==> src/rtl/slc96_pkg.sv <==
// Package slc96_pkg
// Shared types for the SLC-96 receive message extractor: the sync state
// and the layout of the 24 message bits taken from Fs slots 12..35.
package slc96_pkg;

    typedef enum logic {
        ST_HUNT = 1'b0,
        ST_LOCK = 1'b1
    } sync_state_t;

    // Message bit i comes from Fs slot 12+i; first member is bit 23.
    typedef struct packed {
        logic       spoil_last;   // bit 23
        logic [3:0] switch_f;     // bits 22..19
        logic [1:0] alarm;        // bits 18..17
        logic [2:0] maint;        // bits 16..14
        logic [2:0] spoil_first;  // bits 13..11
        logic [10:0] conc;        // bits 10..0
    } slc_msg_t;

    localparam int DEF_MF_FRAMES  = 72;
    localparam int DEF_ALIGN_LEN  = 12;
    localparam int DEF_MISS_LIMIT = 2;

endpackage

==> src/rtl/slc96_fbit_tracker.sv <==
// Module slc96_fbit_tracker
// Hunts for the multiframe by comparing the last 2*ALIGN_LEN framing bits
// with the interleaved Ft/alignment word. Once locked, it counts frames,
// checks every Ft bit and every alignment bit, and steers message bits to
// the capture stage. It issues a load pulse at the end of each verified
// multiframe.
// Assumes: one strobe per frame, frames already D4-aligned, even frame
// index = Ft slot, odd frame index = Fs slot.
module slc96_fbit_tracker
    import slc96_pkg::*;
#(
    parameter int MF_FRAMES  = DEF_MF_FRAMES,
    parameter int ALIGN_LEN  = DEF_ALIGN_LEN,
    parameter int MISS_LIMIT = DEF_MISS_LIMIT,
    parameter logic [ALIGN_LEN-1:0] ALIGN_PAT = 12'b000111000111,
    localparam int FIDX_W = $clog2(MF_FRAMES),
    localparam int FS_W   = FIDX_W - 1,
    localparam int HUNT_W = 2 * ALIGN_LEN,
    localparam int MISS_W = $clog2(MISS_LIMIT + 1)
) (
    input  logic              clk,
    input  logic              rst_n,
    input  logic              stb_i,
    input  logic              bit_i,
    output logic              locked_o,
    output logic [FIDX_W-1:0] frame_o,
    output logic              msg_wr_o,
    output logic [FS_W-1:0]   msg_idx_o,
    output logic              mf_load_o
);

    sync_state_t       state_q;
    logic [FIDX_W-1:0] frame_q;
    logic [HUNT_W-1:0] hist_q;
    logic [HUNT_W-1:0] hist_nxt;
    logic [HUNT_W-1:0] sync_word;
    logic              err_q;
    logic [MISS_W-1:0] miss_q;

    logic [FS_W-1:0]   slot;
    logic              is_fs;
    logic              exp_bit;
    logic              bit_err;
    logic              mf_last;
    logic              mf_bad;
    logic              hunt_hit;

    // Build the interleaved hunt word: Ft k then Fs k, oldest at the MSB.
    always_comb begin
        sync_word = '0;
        for (int k = 0; k < ALIGN_LEN; k++) begin
            sync_word[HUNT_W-1-2*k] = ((k % 2) == 0);
            sync_word[HUNT_W-2-2*k] = ALIGN_PAT[ALIGN_LEN-1-k];
        end
    end

    assign slot  = frame_q[FIDX_W-1:1];
    assign is_fs = frame_q[0];

    // Expected framing bit for the current frame; message slots are unchecked.
    always_comb begin
        exp_bit = ~slot[0];
        if (is_fs) begin
            exp_bit = bit_i;
            for (int k = 0; k < ALIGN_LEN; k++) begin
                if (slot == FS_W'(k)) begin
                    exp_bit = ALIGN_PAT[ALIGN_LEN-1-k];
                end
            end
        end
    end

    assign locked_o  = (state_q == ST_LOCK);
    assign bit_err   = stb_i && locked_o && (bit_i != exp_bit);
    assign mf_last   = (frame_q == FIDX_W'(MF_FRAMES - 1));
    assign mf_bad    = err_q || bit_err;
    assign mf_load_o = stb_i && locked_o && mf_last && !mf_bad;
    assign msg_wr_o  = stb_i && locked_o && is_fs && (slot >= FS_W'(ALIGN_LEN));
    assign msg_idx_o = slot - FS_W'(ALIGN_LEN);
    assign frame_o   = frame_q;
    assign hist_nxt  = {hist_q[HUNT_W-2:0], bit_i};
    assign hunt_hit  = (hist_nxt == sync_word);

    // Hunt/lock state, frame counter, error and miss accounting.
    always_ff @(posedge clk) begin
        if (!rst_n) begin
            state_q <= ST_HUNT;
            frame_q <= '0;
            hist_q  <= '0;
            err_q   <= 1'b0;
            miss_q  <= '0;
        end else if (stb_i) begin
            if (state_q == ST_HUNT) begin
                hist_q <= hist_nxt;
                if (hunt_hit) begin
                    state_q <= ST_LOCK;
                    frame_q <= FIDX_W'(HUNT_W);
                    err_q   <= 1'b0;
                    miss_q  <= '0;
                end
            end else if (mf_last) begin
                frame_q <= '0;
                err_q   <= 1'b0;
                if (!mf_bad) begin
                    miss_q <= '0;
                end else if (miss_q >= MISS_W'(MISS_LIMIT - 1)) begin
                    state_q <= ST_HUNT;
                    hist_q  <= '0;
                    miss_q  <= '0;
                end else begin
                    miss_q <= miss_q + 1'b1;
                end
            end else begin
                frame_q <= frame_q + 1'b1;
                err_q   <= mf_bad;
            end
        end
    end

endmodule

==> src/rtl/slc96_msg_capture.sv <==
// Module slc96_msg_capture
// Collects message bits into a staging word as they arrive, and copies the
// whole word, including the bit arriving on the load strobe, into the
// holding register in one cycle, so a reader never sees two multiframes
// mixed. Assumes the load pulse coincides with the last message bit's write.
module slc96_msg_capture #(
    parameter int MSG_BITS = 24,
    parameter int IDX_W    = 6
) (
    input  logic                clk,
    input  logic                rst_n,
    input  logic                wr_i,
    input  logic [IDX_W-1:0]    idx_i,
    input  logic                bit_i,
    input  logic                load_i,
    output logic [MSG_BITS-1:0] msg_o
);

    logic [MSG_BITS-1:0] stage_q;
    logic [MSG_BITS-1:0] stage_nxt;

    // Merge the incoming bit into the staging word at its slot.
    always_comb begin
        stage_nxt = stage_q;
        for (int k = 0; k < MSG_BITS; k++) begin
            if (wr_i && (idx_i == IDX_W'(k))) begin
                stage_nxt[k] = bit_i;
            end
        end
    end

    // Staging update and atomic transfer to the holding register.
    always_ff @(posedge clk) begin
        if (!rst_n) begin
            stage_q <= '0;
            msg_o   <= '0;
        end else begin
            stage_q <= stage_nxt;
            if (load_i) begin
                msg_o <= stage_nxt;
            end
        end
    end

endmodule

==> src/rtl/slc96_upd_flag.sv <==
// Module slc96_upd_flag
// Sticky update flag: set by a load, cleared by a one-cycle clear pulse;
// a set in the same cycle as a clear wins.
module slc96_upd_flag (
    input  logic clk,
    input  logic rst_n,
    input  logic set_i,
    input  logic clr_i,
    output logic flag_o
);

    // Flag register with set priority.
    always_ff @(posedge clk) begin
        if (!rst_n) begin
            flag_o <= 1'b0;
        end else if (set_i) begin
            flag_o <= 1'b1;
        end else if (clr_i) begin
            flag_o <= 1'b0;
        end
    end

endmodule

==> src/rtl/slc96_rx_extractor.sv <==
// Module slc96_rx_extractor
// Top of the SLC-96 receive message extractor. Wires the framing-bit
// tracker, the message capture stage and the update flag, and splits the
// held message word into its fields.
// Assumes a D4-aligned frame strobe and one framing bit per strobe.
module slc96_rx_extractor
    import slc96_pkg::*;
#(
    parameter int MF_FRAMES  = DEF_MF_FRAMES,
    parameter int ALIGN_LEN  = DEF_ALIGN_LEN,
    parameter int MISS_LIMIT = DEF_MISS_LIMIT,
    parameter logic [ALIGN_LEN-1:0] ALIGN_PAT = 12'b000111000111
) (
    input  logic        clk,
    input  logic        rst_n,
    input  logic        frm_stb_i,
    input  logic        frm_bit_i,
    input  logic        upd_clr_i,
    output logic        upd_flag_o,
    output logic        sync_locked_o,
    output logic [10:0] msg_conc_o,
    output logic [3:0]  msg_spoil_o,
    output logic [2:0]  msg_maint_o,
    output logic [1:0]  msg_alarm_o,
    output logic [3:0]  msg_switch_o
);

    localparam int FIDX_W   = $clog2(MF_FRAMES);
    localparam int FS_W     = FIDX_W - 1;
    localparam int MSG_BITS = MF_FRAMES / 2 - ALIGN_LEN;

    logic                frame_lock;
    logic [FIDX_W-1:0]   frame_idx;
    logic                msg_wr;
    logic [FS_W-1:0]     msg_idx;
    logic                mf_load;
    logic [MSG_BITS-1:0] msg_word;
    slc_msg_t            msg_f;

    slc96_fbit_tracker #(
        .MF_FRAMES (MF_FRAMES),
        .ALIGN_LEN (ALIGN_LEN),
        .MISS_LIMIT(MISS_LIMIT),
        .ALIGN_PAT (ALIGN_PAT)
    ) trk_i (
        .clk      (clk),
        .rst_n    (rst_n),
        .stb_i    (frm_stb_i),
        .bit_i    (frm_bit_i),
        .locked_o (frame_lock),
        .frame_o  (frame_idx),
        .msg_wr_o (msg_wr),
        .msg_idx_o(msg_idx),
        .mf_load_o(mf_load)
    );

    slc96_msg_capture #(
        .MSG_BITS(MSG_BITS),
        .IDX_W   (FS_W)
    ) cap_i (
        .clk   (clk),
        .rst_n (rst_n),
        .wr_i  (msg_wr),
        .idx_i (msg_idx),
        .bit_i (frm_bit_i),
        .load_i(mf_load),
        .msg_o (msg_word)
    );

    slc96_upd_flag flg_i (
        .clk   (clk),
        .rst_n (rst_n),
        .set_i (mf_load),
        .clr_i (upd_clr_i),
        .flag_o(upd_flag_o)
    );

    assign sync_locked_o = frame_lock;
    assign msg_f         = msg_word;
    assign msg_conc_o    = msg_f.conc;
    assign msg_spoil_o   = {msg_f.spoil_last, msg_f.spoil_first};
    assign msg_maint_o   = msg_f.maint;
    assign msg_alarm_o   = msg_f.alarm;
    assign msg_switch_o  = msg_f.switch_f;

endmodule

==> config.mk <==
export PLATFORM = sky130hd
export DESIGN_NAME = slc96_rx_extractor
export DESIGN_NICKNAME = d
export VERILOG_FILES = /design/src/rtl/slc96_pkg.sv /design/src/rtl/slc96_fbit_tracker.sv /design/src/rtl/slc96_msg_capture.sv /design/src/rtl/slc96_upd_flag.sv /design/src/rtl/slc96_rx_extractor.sv
export SDC_FILE = /design/constraint.sdc
export NUM_CORES = 1
export LEC_CHECK = 0
export ABC_CLOCK_PERIOD_IN_PS = 4650
export CORE_AREA = 2 2 128 130
export DETAILED_ROUTE_END_ITERATION = 10
export DIE_AREA = 0 0 130 132
export MAX_ROUTING_LAYER = met4
export PLACE_DENSITY_LB_ADDON = 0.15
export SETUP_SLACK_MARGIN = 0.5
export SYNTH_ARGS = -nofsm -noshare
export SYNTH_HDL_FRONTEND = slang
export SYNTH_SLANG_ARGS = --single-unit
export TNS_END_PERCENT = 5
==> constraint.sdc <==
create_clock -name clk -period 4.65 [get_ports clk]
set_input_delay 0.93 -clock clk [delete_from_list [all_inputs] [get_ports clk]]
set_output_delay 0.93 -clock clk [all_outputs]
set_load 0.05 [all_outputs]
# --- Word-level counts from Yosys, hierarchy flattened ---
# Index checks and enable logic that the tools add are counted.
op_classes:
  add_sub_neg: 3
  magnitude_cmp: 2
  n_eq_ne: 40
  n_mux: 59
  n_bitwise: 1
  reduce_logical: 39
ops:
  columns: ["op", "n"]
  rows:
  - ["23-bit two-way mux", 4]
  - ["6-bit by 4-bit equality test with 1-bit output, second input constant", 12]
  - ["6-bit by 3-bit equality test with 1-bit output, second input constant", 8]
  - ["6-bit by 5-bit equality test with 1-bit output, second input constant", 8]
  - ["1-bit two-way mux", 47]
  - ["1-bit logical AND", 30]
  - ["24-bit equality test, second input constant", 1]
  - ["6-bit by 2-bit equality test with 1-bit output, second input constant", 4]
  - ["7-bit two-way mux", 3]
  - ["6-bit by 1-bit equality test with 1-bit output, second input constant", 2]
  - ["6-bit logical NOT", 2]
  - ["2-bit two-way mux", 5]
  - ["7-bit by 1-bit adder with 7-bit output, second input constant", 1]
  - ["7-bit equality test, second input constant", 1]
  - ["6-bit by 4-bit >= comparator with 1-bit output, second input constant", 1]
  - ["2-bit inequality test, second input constant", 3]
  - ["6-bit by 4-bit subtractor with 6-bit output, second input constant", 1]
  - ["4-bit AND reduction", 1]
  - ["2-bit nonzero test", 2]
  - ["3-bit AND reduction", 1]
  - ["2-bit by 1-bit adder with 2-bit output, second input constant", 1]
  - ["2-bit by 1-bit >= comparator with 1-bit output, second input constant", 1]
  - ["2-bit AND reduction", 1]
  - ["1-bit logical NOT", 1]
  - ["3 further kinds", 3]
totals:
  ff_bits: 83
  in_bits: 5
  output_inout_bits: 26
  elab_cells: 152

# --- Logic depth before layout (Yosys ltp) ---
# Gate-level depths: netlist of the first run.
logic_depth:
  ltp_word: 20
  mapped_depth: 7

# --- Cells and area by module ---
# A second synthesis of the first run with hierarchy kept.
unflattened:
  cells_unflattened: 384
  area_unflattened_um2: 3674.8
by_module_without_submodules:
  columns: ["module", "n_inst", "cells_each", "area_per_inst_um2", "seq_area_each_um2"]
  rows:
  - ["slc96_msg_capture", 1, 208, 1960.6, 960.9]
  - ["slc96_fbit_tracker", 1, 173, 1672.9, 680.7]
  - ["slc96_upd_flag", 1, 3, 41.3, 20.0]

# --- Least setup slack after synthesis of the first run ---
# No wires, ideal clock.
synth_timing:
  path_type: "input-to-reg"
  from: "input frm_bit_i"
  to: "register cap_i.msg_o[10]"
  t_arrival_ns: 2.356
  required_ns: 4.529
  path_slack_ns: 2.172
  path_stages: 6
  cell_sequence: "buf_2 -> o21ai_0 -> a221oi_4 -> o211ai_4 -> buf_6 -> mux2_4"
synth_between:
  elab_chain_len: 18
  elab_cells_between_ends: 19
  classes_between: "eq/ne (1); mux (14); reduce/logical (4)"
synth_rtl:
  columns: ["item", "line", "text"]
  rows:
  - ["from (decl)", "slc96_rx_extractor.sv:17", "input logic frm_bit_i,"]
  - ["1-bit two-way mux (12 in a row)", "slc96_fbit_tracker.sv:66", "if (slot == FS_W'(k)) begin"]
  - ["1-bit two-way mux", "slc96_fbit_tracker.sv:63", "if (is_fs) begin"]
  - ["1-bit inequality test", "slc96_fbit_tracker.sv:74", "assign bit_err = stb_i && locked_o && (bit_i != exp_bit);"]
  - ["1-bit logical AND", "slc96_fbit_tracker.sv:74", null]
  - ["1-bit logical OR", "slc96_fbit_tracker.sv:76", "assign mf_bad = err_q || bit_err;"]
  - ["1-bit logical NOT", "slc96_fbit_tracker.sv:77", "assign mf_load_o = stb_i && locked_o && mf_last && !mf_bad;"]
  - ["1-bit logical AND", "slc96_fbit_tracker.sv:77", null]
  - ["to (signal assigned)", "slc96_msg_capture.sv:40", "msg_o <= stage_nxt;"]
  - ["to (decl)", "slc96_msg_capture.sv:16", "output logic [MSG_BITS-1:0] msg_o"]
# Several ways; a longest one is shown, not always the timed one.
# A chain may end at the register's enable or synchronous reset.

# --- Worst setup path after layout of the first run ---
layout_timing:
  from: "input frm_stb_i"
  to: "register cap_i.msg_o[21]"
layout_between:
  elab_chain_len: 5
  elab_cells_between_ends: 10
  classes_between: "mux (1); reduce/logical (9)"
layout_rtl:
  columns: ["item", "line", "text"]
  rows:
  - ["from (decl)", "slc96_rx_extractor.sv:16", "input logic frm_stb_i,"]
  - ["1-bit logical AND *", "slc96_fbit_tracker.sv:74, slc96_fbit_tracker.sv:77, slc96_fbit_tracker.sv:78", null]
  - ["1-bit logical AND, on equally long branches", "slc96_fbit_tracker.sv:78, slc96_fbit_tracker.sv:74", null]
  - ["1-bit logical AND or 1-bit logical OR (tied branches)", "slc96_fbit_tracker.sv:78, slc96_fbit_tracker.sv:76", null]
  - ["1-bit logical AND or 1-bit logical NOT (tied branches)", "slc96_msg_capture.sv:26, slc96_fbit_tracker.sv:77", null]
  - ["1-bit two-way mux or 1-bit logical AND (tied branches)", "slc96_msg_capture.sv:26, slc96_fbit_tracker.sv:77", null]
# Every way passes the cells marked *; elsewhere a longest branch is shown, timed or not.

==> results.yml, run 1 <==
detailed_routing:
  vias_per_cell: 4.71
  wl_per_cell_um: 14.5
  drc: 0
  initialDrtViolationCount: 253
  dr.pass1.iters: 4
  wl_um: 9440
  vias: 3056
  drtAntennaViolNets: 0
pwr:
  p_per_area_nw_per_um2: 310
  total_power_mw: 1.44
  ir_drop_uv: 170
  total_leakage_power_nw: 1.62
run_status:
  status: "completed"
placed_design:
  dpl_cell_area_um2: 4360
  pre_cts_ws_ps: 998
  portBuffers: 30
  place_hpwl_um: 6110
  globalplace.congestion: 0.734
floorplan:
  fp-row-count: 46
  die_w_um: 130
  fp.dieArea_um2: 17200
  initial_core_util_pct: 24.7
  die_h_um: 132
  core_um2: 15700
  pin_count: 31
grt:
  grt_usage_pct: 12.2
  grt_max_degree: 39
  overflow: 0
  grt_pass1_vias: 2956
  grt_first_pass_wirelength_um: 15900
  antenna_found_initial: 0
layout:
  utilization_pct: 29.6
  layout-drive-gt1-share_pct: 14.1
  nNetsFinal: 435
  final.fill_count: 1657
  area_growth_pct: 19.9
  antennaDiodeCount: 0
  postLayoutCellArea_um2: 4640
cts:
  ctsRootBufferMaster: "clkbuf_16"
  cts-resized-gates: 0
  cts_tree: "done"
  cts_buffer_depth: 2
  cts_htree_levels: 3
  clock_latency_ps: 350
  clock-sinks: 83
  holdBufCountCts: 0
  post-cts-setup-buffers: 0
  cts_buffers: 9
  clk_pin_slew_ps: 60
critical_path:
  end_kind: "flop"
  critPathKind: "input pin to flop"
  r2r_slack_ps: 1780
  r2r-start: "trk_i.locked_o"
  cp_cell_sequence: "clkdlybuf4s50_1, and2_1, o211ai_1, and4b_4, o211ai_4, buf_4, mux2_4"
  critPathMaxStageDelay_ps: 620
  setup.worst_path.start_class: "input pin"
  reg2reg_depth: 6
  crit_arrival_ps: 3500
  regToRegEndpoint: "cap_i.msg_o[21]"
  required_ps: 4880
  worstPathMaxFanout: 17
  crit_path_top_delay_cell: "o211ai_4"
synthesis:
  ys_types: 50
  ys_warn_count: 0
  synth_cells: 410
  syn_avg_cell_area_um2: 9.45
  ys_top_cells_by_area: "dfxtp_1 43%, mux2_4 7.4%, mux2i_1 6.2%"
  ys_ff_latch: 83
  netlist_area_um2: 3870
  ys_seq_area_share_pct: 42.9
  synthArstFlopShare_pct: 0
  synth_edf_count: 0
  ys.flop_type: "dfxtp_1"
  synth_top_area_share_pct: 42.9
  synth_nets: 417
  synth_largest_area_cell: "dfxtp_1"
min_path:
  hold_path.class: "flop to flop"
  min_from: "cap_i.stage_q[21]"
  holdPathStages: 2
  min_to: "cap_i.stage_q[21]"
timing:
  fin_crit_sh_pct: 70.4
  fin_setup_tns_ps: 0
  setup_ws_ps: 1380
  max_freq_mhz: 306
  final.setup_skew_ps: 12.7
  max_slew.worst_pin.slew_ps: 965
  final-setup-viol-count: 0
  finalHoldViolCount: 0
  maxSlewViolCount: 0
  slew_headroom_pct: 35.6
  rsz0062_at_grt: "false"
  post-route-min-period_ps: 3270
flow_run:
  drv_cap: 0
==> critical path, delay by kind of cell <==
kind	cells	cell delay (ps)
compound gates	2	780
mux	1	310
buf+inv	2	860
simple gates	2	600
==> logic make-up (layout without fill, tap and decap cells) <==
| group | after synthesis | count (layout) | synth area share (%) |
|---|---|---|---|
| multiplexers | 48 | 48 | 15.0 |
| AND/OR/NAND/NOR | 161 | 161 | 23.3 |
| buffers and inverters | 36 | 59 | 4.33 |
| adder cells (fa/ha/maj) | 3 | 3 | 0.936 |
| AO/OA/AOI/OAI | 78 | 78 | 13.3 |
| XOR/XNOR | 1 | 1 | 0.226 |
| flip-flops | 83 | 83 | 42.9 |
==> power by group <==
group	internal [mW]	leakage (nW)	total [mW]	switching (mW)
Combinational	0.00728	0.811	0.0313	0.0241
Clock	0.381	0.139	0.696	0.314
Sequential	0.712	0.668	0.713	0.00113
Total	1.10	1.62	1.44	0.340
==> flip-flops by register name, indices dropped and copies added (netlist names) <==
register        flops
trk_i.miss_q        2
flg_i.flag_o        1
trk_i.hist_q       23
cap_i.msg_o        24
trk_i.locked_o      1
cap_i.stage_q      24
trk_i.frame_o       7
trk_i.err_q         1
==> cell type report <==
cell class	instances	area, um2	share of cell area [%]
repair buffers	39	363	7.81
flip-flops and latches	83	1660	35.8
clock inverters	6	47.5	1.02
inverters	4	15.0	0.323
clock buffers	10	239	5.15
well taps	216	270	5.82
multi-input cells	291	2050	44.1
==> worst max path at each step <==
stage,startpoint,endpoint,slack [ps],cells past startpoint
after floorplan,frm_bit_i,cap_i.msg_o[10],2170,6
after global placement,frm_stb_i,cap_i.msg_o[22],1020,7
after detailed placement,frm_stb_i,cap_i.msg_o[21],1000,7
after CTS,frm_stb_i,cap_i.msg_o[21],1350,7
after global routing,frm_stb_i,cap_i.msg_o[21],1230,7
final,frm_stb_i,cap_i.msg_o[21],1380,7
==> per-layer routing <==
layer  vias up  wire (um)  GRT usage [%]  part of all wire [%]
met5         -          0              -                     0
met4         0        193           4.66                   2.0
met3        13        339           3.13                   3.6
met2        57       4330           17.5                    46
met1      1468       4580           16.3                    49
li1       1518          -              -                     -
==> synthesized netlist by cell type, types with 3 or more instances <==
cell type	instances
a21oi_1	9
o21ai_0	32
o211ai_1	3
inv_1	4
nand3_1	28
and2_1	25
dfxtp_1	83
nor2_1	20
nand2b_1	3
nor4_1	13
nor2b_1	4
buf_2	8
mux2_4	19
mux2_2	5
nand2_1	39
mux2i_1	24
nor3_1	4
clkbuf_1	21
a22oi_1	23
buf_6	3
==> metrics by stage <==
step | hold slack, ps | cells
final | 465 | 649
after global routing | 503 | 649
after detailed placement | 461 | 633
after floorplan | 441 | 410
after CTS | 470 | 649
after global placement | 460 | 633
==> placed cells by master, fill, tap and decap left out, types with 9 or more instances in the layout <==
cell type        count
clkbuf_16            9
a21oi_1              9
mux2i_1             24
nand2_1             39
and2_1              25
dfxtp_1             83
clkdlybuf4s50_1     29
nand3_1             28
a22oi_1             23
buf_4                9
nor4_1              13
nor2_1              19
o21ai_0             32
mux2_4              19
No activity file was read; power rests on OpenSTA's default activity.
==> inputs of run 2 (changes only) <==
- ABC_CLOCK_PERIOD_IN_PS: 4650 -> 3100
- clock period: 4.65 -> 3.1 ns (I/O delays scaled with it)
==> results.yml, run 2 (synthesis gave the netlist of run 1 again) <==
run_status:
  status: "completed"
grt:
  grt_first_pass_wirelength_um: 16000
  grt_usage_pct: 12.1
  grt_max_degree: 37
  antenna_found_initial: 0
  overflow: 0
  grt_pass1_vias: 3109
critical_path:
  setup.worst_path.start_class: "input pin"
  path_buf_inv: 2
  r2r_slack_ps: 810
  crit_path_start: "frm_stb_i"
  reg2reg_depth: 5
  critPathKind: "input pin to flop"
  end_kind: "flop"
  cp_cell_sequence: "clkdlybuf4s50_1, and2_1, o211ai_1, and4b_4, o211ai_4, buf_12, mux2_2"
  worstPathMaxFanout: 25
  required_ps: 3340
  crit_arrival_ps: 2690
  critPathMaxStageDelay_ps: 540
  path_delay_family: "buffers and inverters"
  regToRegEndpoint: "cap_i.msg_o[22]"
  r2r-start: "trk_i.frame_o[3]"
  crit_path_top_delay_cell: "clkdlybuf4s50_1"
layout:
  final.fill_count: 1663
  layout_commonest_cell: "dfxtp_1"
  area_growth_pct: 22.0
  nNetsFinal: 441
  antennaDiodeCount: 0
  finalNonFillerCells: 655
  layout-drive-gt1-share_pct: 15.0
  top_regs: "cap_i.msg_o: 24 flops, cap_i.stage_q: 24 flops, trk_i.hist_q: 23 flops"
  layout_common_cells: "83 x dfxtp_1, 39 x nand2_1, 32 x o21ai_0"
cts:
  cts_buffer_depth: 2
  cts-resized-gates: 0
  clock_latency_ps: 340
  ctsRootBufferMaster: "clkbuf_16"
  clk_pin_slew_ps: 60
  clock-sinks: 83
  cts_htree_levels: 3
  cts_buffers: 9
  cts_tree: "done"
  holdBufCountCts: 0
  post-cts-setup-buffers: 0
detailed_routing:
  vias_per_cell: 4.60
  dr.pass1.iters: 4
  initialDrtViolationCount: 167
  drtAntennaViolNets: 0
  wl_per_cell_um: 14.5
  vias: 3010
  wl_um: 9480
  drc: 0
timing:
  slew_headroom_pct: 64.5
  rsz0062_at_grt: "false"
  fin_crit_sh_pct: 79.1
  final.setup_skew_ps: 11.6
  finalHoldViolCount: 0
  post-route-min-period_ps: 2450
  fin_setup_tns_ps: 0
  final-setup-viol-count: 0
  max_slew.worst_pin.slew_ps: 530
  maxSlewViolCount: 0
  max_freq_mhz: 408
pwr:
  ir_drop_uv: 237
  p_per_area_nw_per_um2: 473
  total_leakage_power_nw: 1.67
min_path:
  min_from: "cap_i.stage_q[12]"
  holdPathStages: 2
  min_to: "cap_i.stage_q[12]"
  hold_path.class: "flop to flop"
floorplan:
  die_h_um: 132
  die_w_um: 130
  fp-row-count: 46
  pin_count: 31
  fp.dieArea_um2: 17200
  core_um2: 15700
  initial_core_util_pct: 24.7
placed_design:
  place_hpwl_um: 6140
  portBuffers: 30
  globalplace.congestion: 0.721
  place_inst: 639
flow_run:
  drv_cap: 0
## run 2: metrics by stage
step | total power, mW | instance area, um2 | hold slack, ps | utilization (%) | setup slack (ps)
after floorplan | 1.12 | 3870 | 441 | - | 847
after global placement | 1.14 | 4410 | 463 | 28.1 | 318
after detailed placement | 1.14 | 4410 | 462 | 28.1 | 296
after CTS | 2.29 | 4730 | 472 | 30.1 | 634
after global routing | 2.33 | 4730 | 496 | 30.1 | 576
final | 2.24 | 4730 | 472 | 30.1 | 647
## run 2: worst max path at each step
stage	end	slack [ps]	cells after the start
5_1_grt	cap_i.msg_o[1]	580	7
4_1_cts	sync_locked_o	630	1
3_5_place_dp	cap_i.msg_o[1]	300	7
6_report	cap_i.msg_o[23]	650	7
2_1_floorplan	cap_i.msg_o[10]	850	7
3_3_place_gp	cap_i.msg_o[23]	320	7
## run 2: power breakdown
| group | internal, mW | total (mW) | leakage, nW | switching [mW] |
|---|---|---|---|---|
| Sequential | 1.07 | 1.07 | 0.668 | 0.00145 |
| Combinational | 0.0126 | 0.0498 | 0.848 | 0.0372 |
| Clock | 0.671 | 1.12 | 0.152 | 0.448 |
| Total | 1.75 | 2.24 | 1.67 | 0.486 |
## run 2: worst register-to-register path, cell delays in order (launching register included)
cell,delay [ps]
dfxtp_1,470
or4b_1,720
nor4_1,430
mux2i_1,230
nor2_1,70
mux2_4,270
## run 2: layout make-up
| type | instances | area (um2) | area share [%] |
|---|---|---|---|
| clock buffers | 11 | 253 | 5.35 |
| repair buffers | 45 | 420 | 8.90 |
| multi-input cells | 291 | 2050 | 43.3 |
| well taps | 216 | 270 | 5.72 |
| inverters | 4 | 15.0 | 0.318 |
| clock inverters | 5 | 60.1 | 1.27 |
| flip-flops and latches | 83 | 1660 | 35.2 |
## run 2: routing by layer
metal	vias up	share of wire, %	wire, um	GRT usage (%)
li1	1530	-	-	-
met1	1433	48	4540	15.2
met2	37	49	4610	18.6
met3	10	2.4	223	3.37
met4	0	1.1	105	4.24
met5	-	0	0	-
==> inputs of run 3 (changes only) <==
- ABC_CLOCK_PERIOD_IN_PS: 3100 -> 2100
- clock period: 3.1 -> 2.1 ns (I/O delays scaled with it)
==> results.yml, run 3 (synthesis gave the netlist of run 1 again) <==
run_status:
  status: "completed"
critical_path:
  reg2reg_depth: 7
  r2r-start: "trk_i.frame_o[4]"
  cp_cell_sequence: "buf_4, maj3_2, a21oi_4, a221oi_4, o211ai_4, buf_12, mux2_2"
  path_buf_inv: 2
  critPathKind: "flop to flop"
  critPathCapture: "cap_i.msg_o[23]"
  path_delay_family: "compound AO/OA/AOI/OAI gates"
  crit_path_top_delay_cell: "dfxtp_4"
  regToRegEndpoint: "cap_i.msg_o[23]"
  worstPathMaxFanout: 20
  crit_arrival_ps: 2260
  required_ps: 2340
  critPathMaxStageDelay_ps: 360
  crit_path_start: "trk_i.frame_o[4]"
  end_kind: "flop"
  setup.worst_path.start_class: "flop"
  cp.depth: 7
  r2r_slack_ps: 80
cts:
  cts_buffer_depth: 2
  ctsRootBufferMaster: "clkbuf_16"
  cts_tree: "done"
  cts_buffers: 9
  holdBufCountCts: 0
  clock_latency_ps: 350
  cts_htree_levels: 3
  clk_pin_slew_ps: 70
  clock-sinks: 83
grt:
  antenna_found_initial: 0
  grt_pass1_vias: 3042
  grt_max_degree: 37
  grt_usage_pct: 12.1
  grt_first_pass_wirelength_um: 15900
  overflow: 0
pwr:
  total_leakage_power_nw: 1.88
  switching_share_pct: 23.3
  pwr-share-seq_pct: 47.6
  combPwrFrac_pct: 2.4
  p_int_mw: 2.53
  switchingPower_mw: 0.772
  p_clk_share_pct: 50.0
  ir_drop_uv: 376
  p_per_area_nw_per_um2: 645
layout:
  finalNonFillerCells: 685
  antennaDiodeCount: 0
  postLayoutCellArea_um2: 5130
  nNetsFinal: 471
  layout_common_cells: "78 x dfxtp_1, 39 x nand2_1, 36 x buf_4"
  layout-drive-gt1-share_pct: 25.8
  layout_commonest_cell: "dfxtp_1"
  area_growth_pct: 32.3
  top_regs: "cap_i.msg_o: 24 flops, cap_i.stage_q: 24 flops, trk_i.hist_q: 23 flops"
min_path:
  hold_path.class: "input pin to flop"
detailed_routing:
  wl_um: 9810
  drtAntennaViolNets: 0
  vias_per_cell: 4.58
  initialDrtViolationCount: 185
  drc: 0
  dr.pass1.iters: 4
  vias: 3138
  wl_per_cell_um: 14.3
floorplan:
  fp-row-count: 46
  fp.dieArea_um2: 17200
  die_h_um: 132
  pin_count: 31
  die_w_um: 130
  core_um2: 15700
  initial_core_util_pct: 24.7
timing:
  fin_crit_sh_pct: 96.0
  maxSlewViolCount: 0
  fin_setup_tns_ps: 0
  max_slew.worst_pin.slew_ps: 521
  finalHoldViolCount: 0
  rsz0062_at_grt: "true"
  post-route-min-period_ps: 2020
  final-setup-viol-count: 0
  setup_ws_ps: 83.7
  slew_headroom_pct: 65.2
  max_freq_mhz: 496
  final.setup_skew_ps: 8.71
placed_design:
  dpl_cell_area_um2: 4630
  globalplace.congestion: 0.740
  pre_cts_ws_ps: -389
  place_hpwl_um: 6390
  place_inst: 664
  portBuffers: 30
flow_run:
  drv_cap: 0
## run 3: changes by cell type in the layout (fill, tap and decap cells not counted), sizes merged
cell,previous run,this run
clkdlybuf4s50,29,26
clkinv,2,1
buf,16,47
dlygate4sd2,0,2
inv,5,8
clkbuf,11,9
## run 3: worst min-delay path by stage
| stage | to | slack [ps] | cells after the start | startpoint |
|---|---|---|---|---|
| floorplan | cap_i.stage_q[0] | 440 | 2 | cap_i.stage_q[0] |
| global placement | cap_i.stage_q[5] | 460 | 2 | cap_i.stage_q[5] |
| detailed placement | cap_i.stage_q[1] | 460 | 2 | cap_i.stage_q[1] |
| CTS | trk_i.frame_o[5] | 390 | 3 | rst_n |
| global route | trk_i.frame_o[5] | 400 | 3 | rst_n |
| finish | trk_i.frame_o[5] | 390 | 3 | rst_n |
## run 3: layout make-up
| cell class | instances | area [um2] |
|---|---|---|
| multi-input combinational | 291 | 2160 |
| timing repair buffer | 75 | 696 |
| clock buffer | 9 | 225 |
| sequential | 83 | 1680 |
| tap | 216 | 270 |
| clock inverter | 7 | 80.1 |
| inverter | 4 | 15.0 |
| fill | 1636 | 10600 |
## run 3: routing by layer
metal | vias up | share of wire (%) | wire [um] | GRT usage (%)
li1 | 1576 | - | - | -
met4 | 0 | 1.3 | 123 | 4.12
met2 | 33 | 48 | 4680 | 18.3
met5 | - | 0 | 0 | -
met1 | 1520 | 48 | 4740 | 15.4
met3 | 9 | 2.7 | 268 | 3.25
## run 3: power groups by stage
stage                     Clock, mW  Sequential (mW)  Combinational (mW)
final                          1.65             1.57              0.0797
after global routing           1.78             1.57              0.0876
after CTS                      1.71             1.58              0.0808
after detailed placement          0             1.61              0.0811
after global placement            0             1.61              0.0808
after floorplan                   0             1.61              0.0449
## run 3: worst reg2reg max path, stage by stage (launching register included)
cell and delay (ps):
dfxtp_4 360, buf_4 150, maj3_2 330, a21oi_4 170, a221oi_4 100, o211ai_4 210
buf_12 220, mux2_2 370
## run 3: through the flow
stage,utilization [%],power [mW],hold WS (ps)
after global placement,29.5,1.69,460
after CTS,31.8,3.37,388
after detailed placement,29.5,1.69,464
after global routing,32.6,3.44,398
after floorplan,-,1.66,441
final,32.6,3.31,391
## run 3: timing repair
item | in CTS | in global routing
setup endpoints to repair | 109 | 109
buffers inserted | 1 | 2
gates cloned | 0 | 2
pin swaps | 3 | 10
resized for setup | 14 | 38
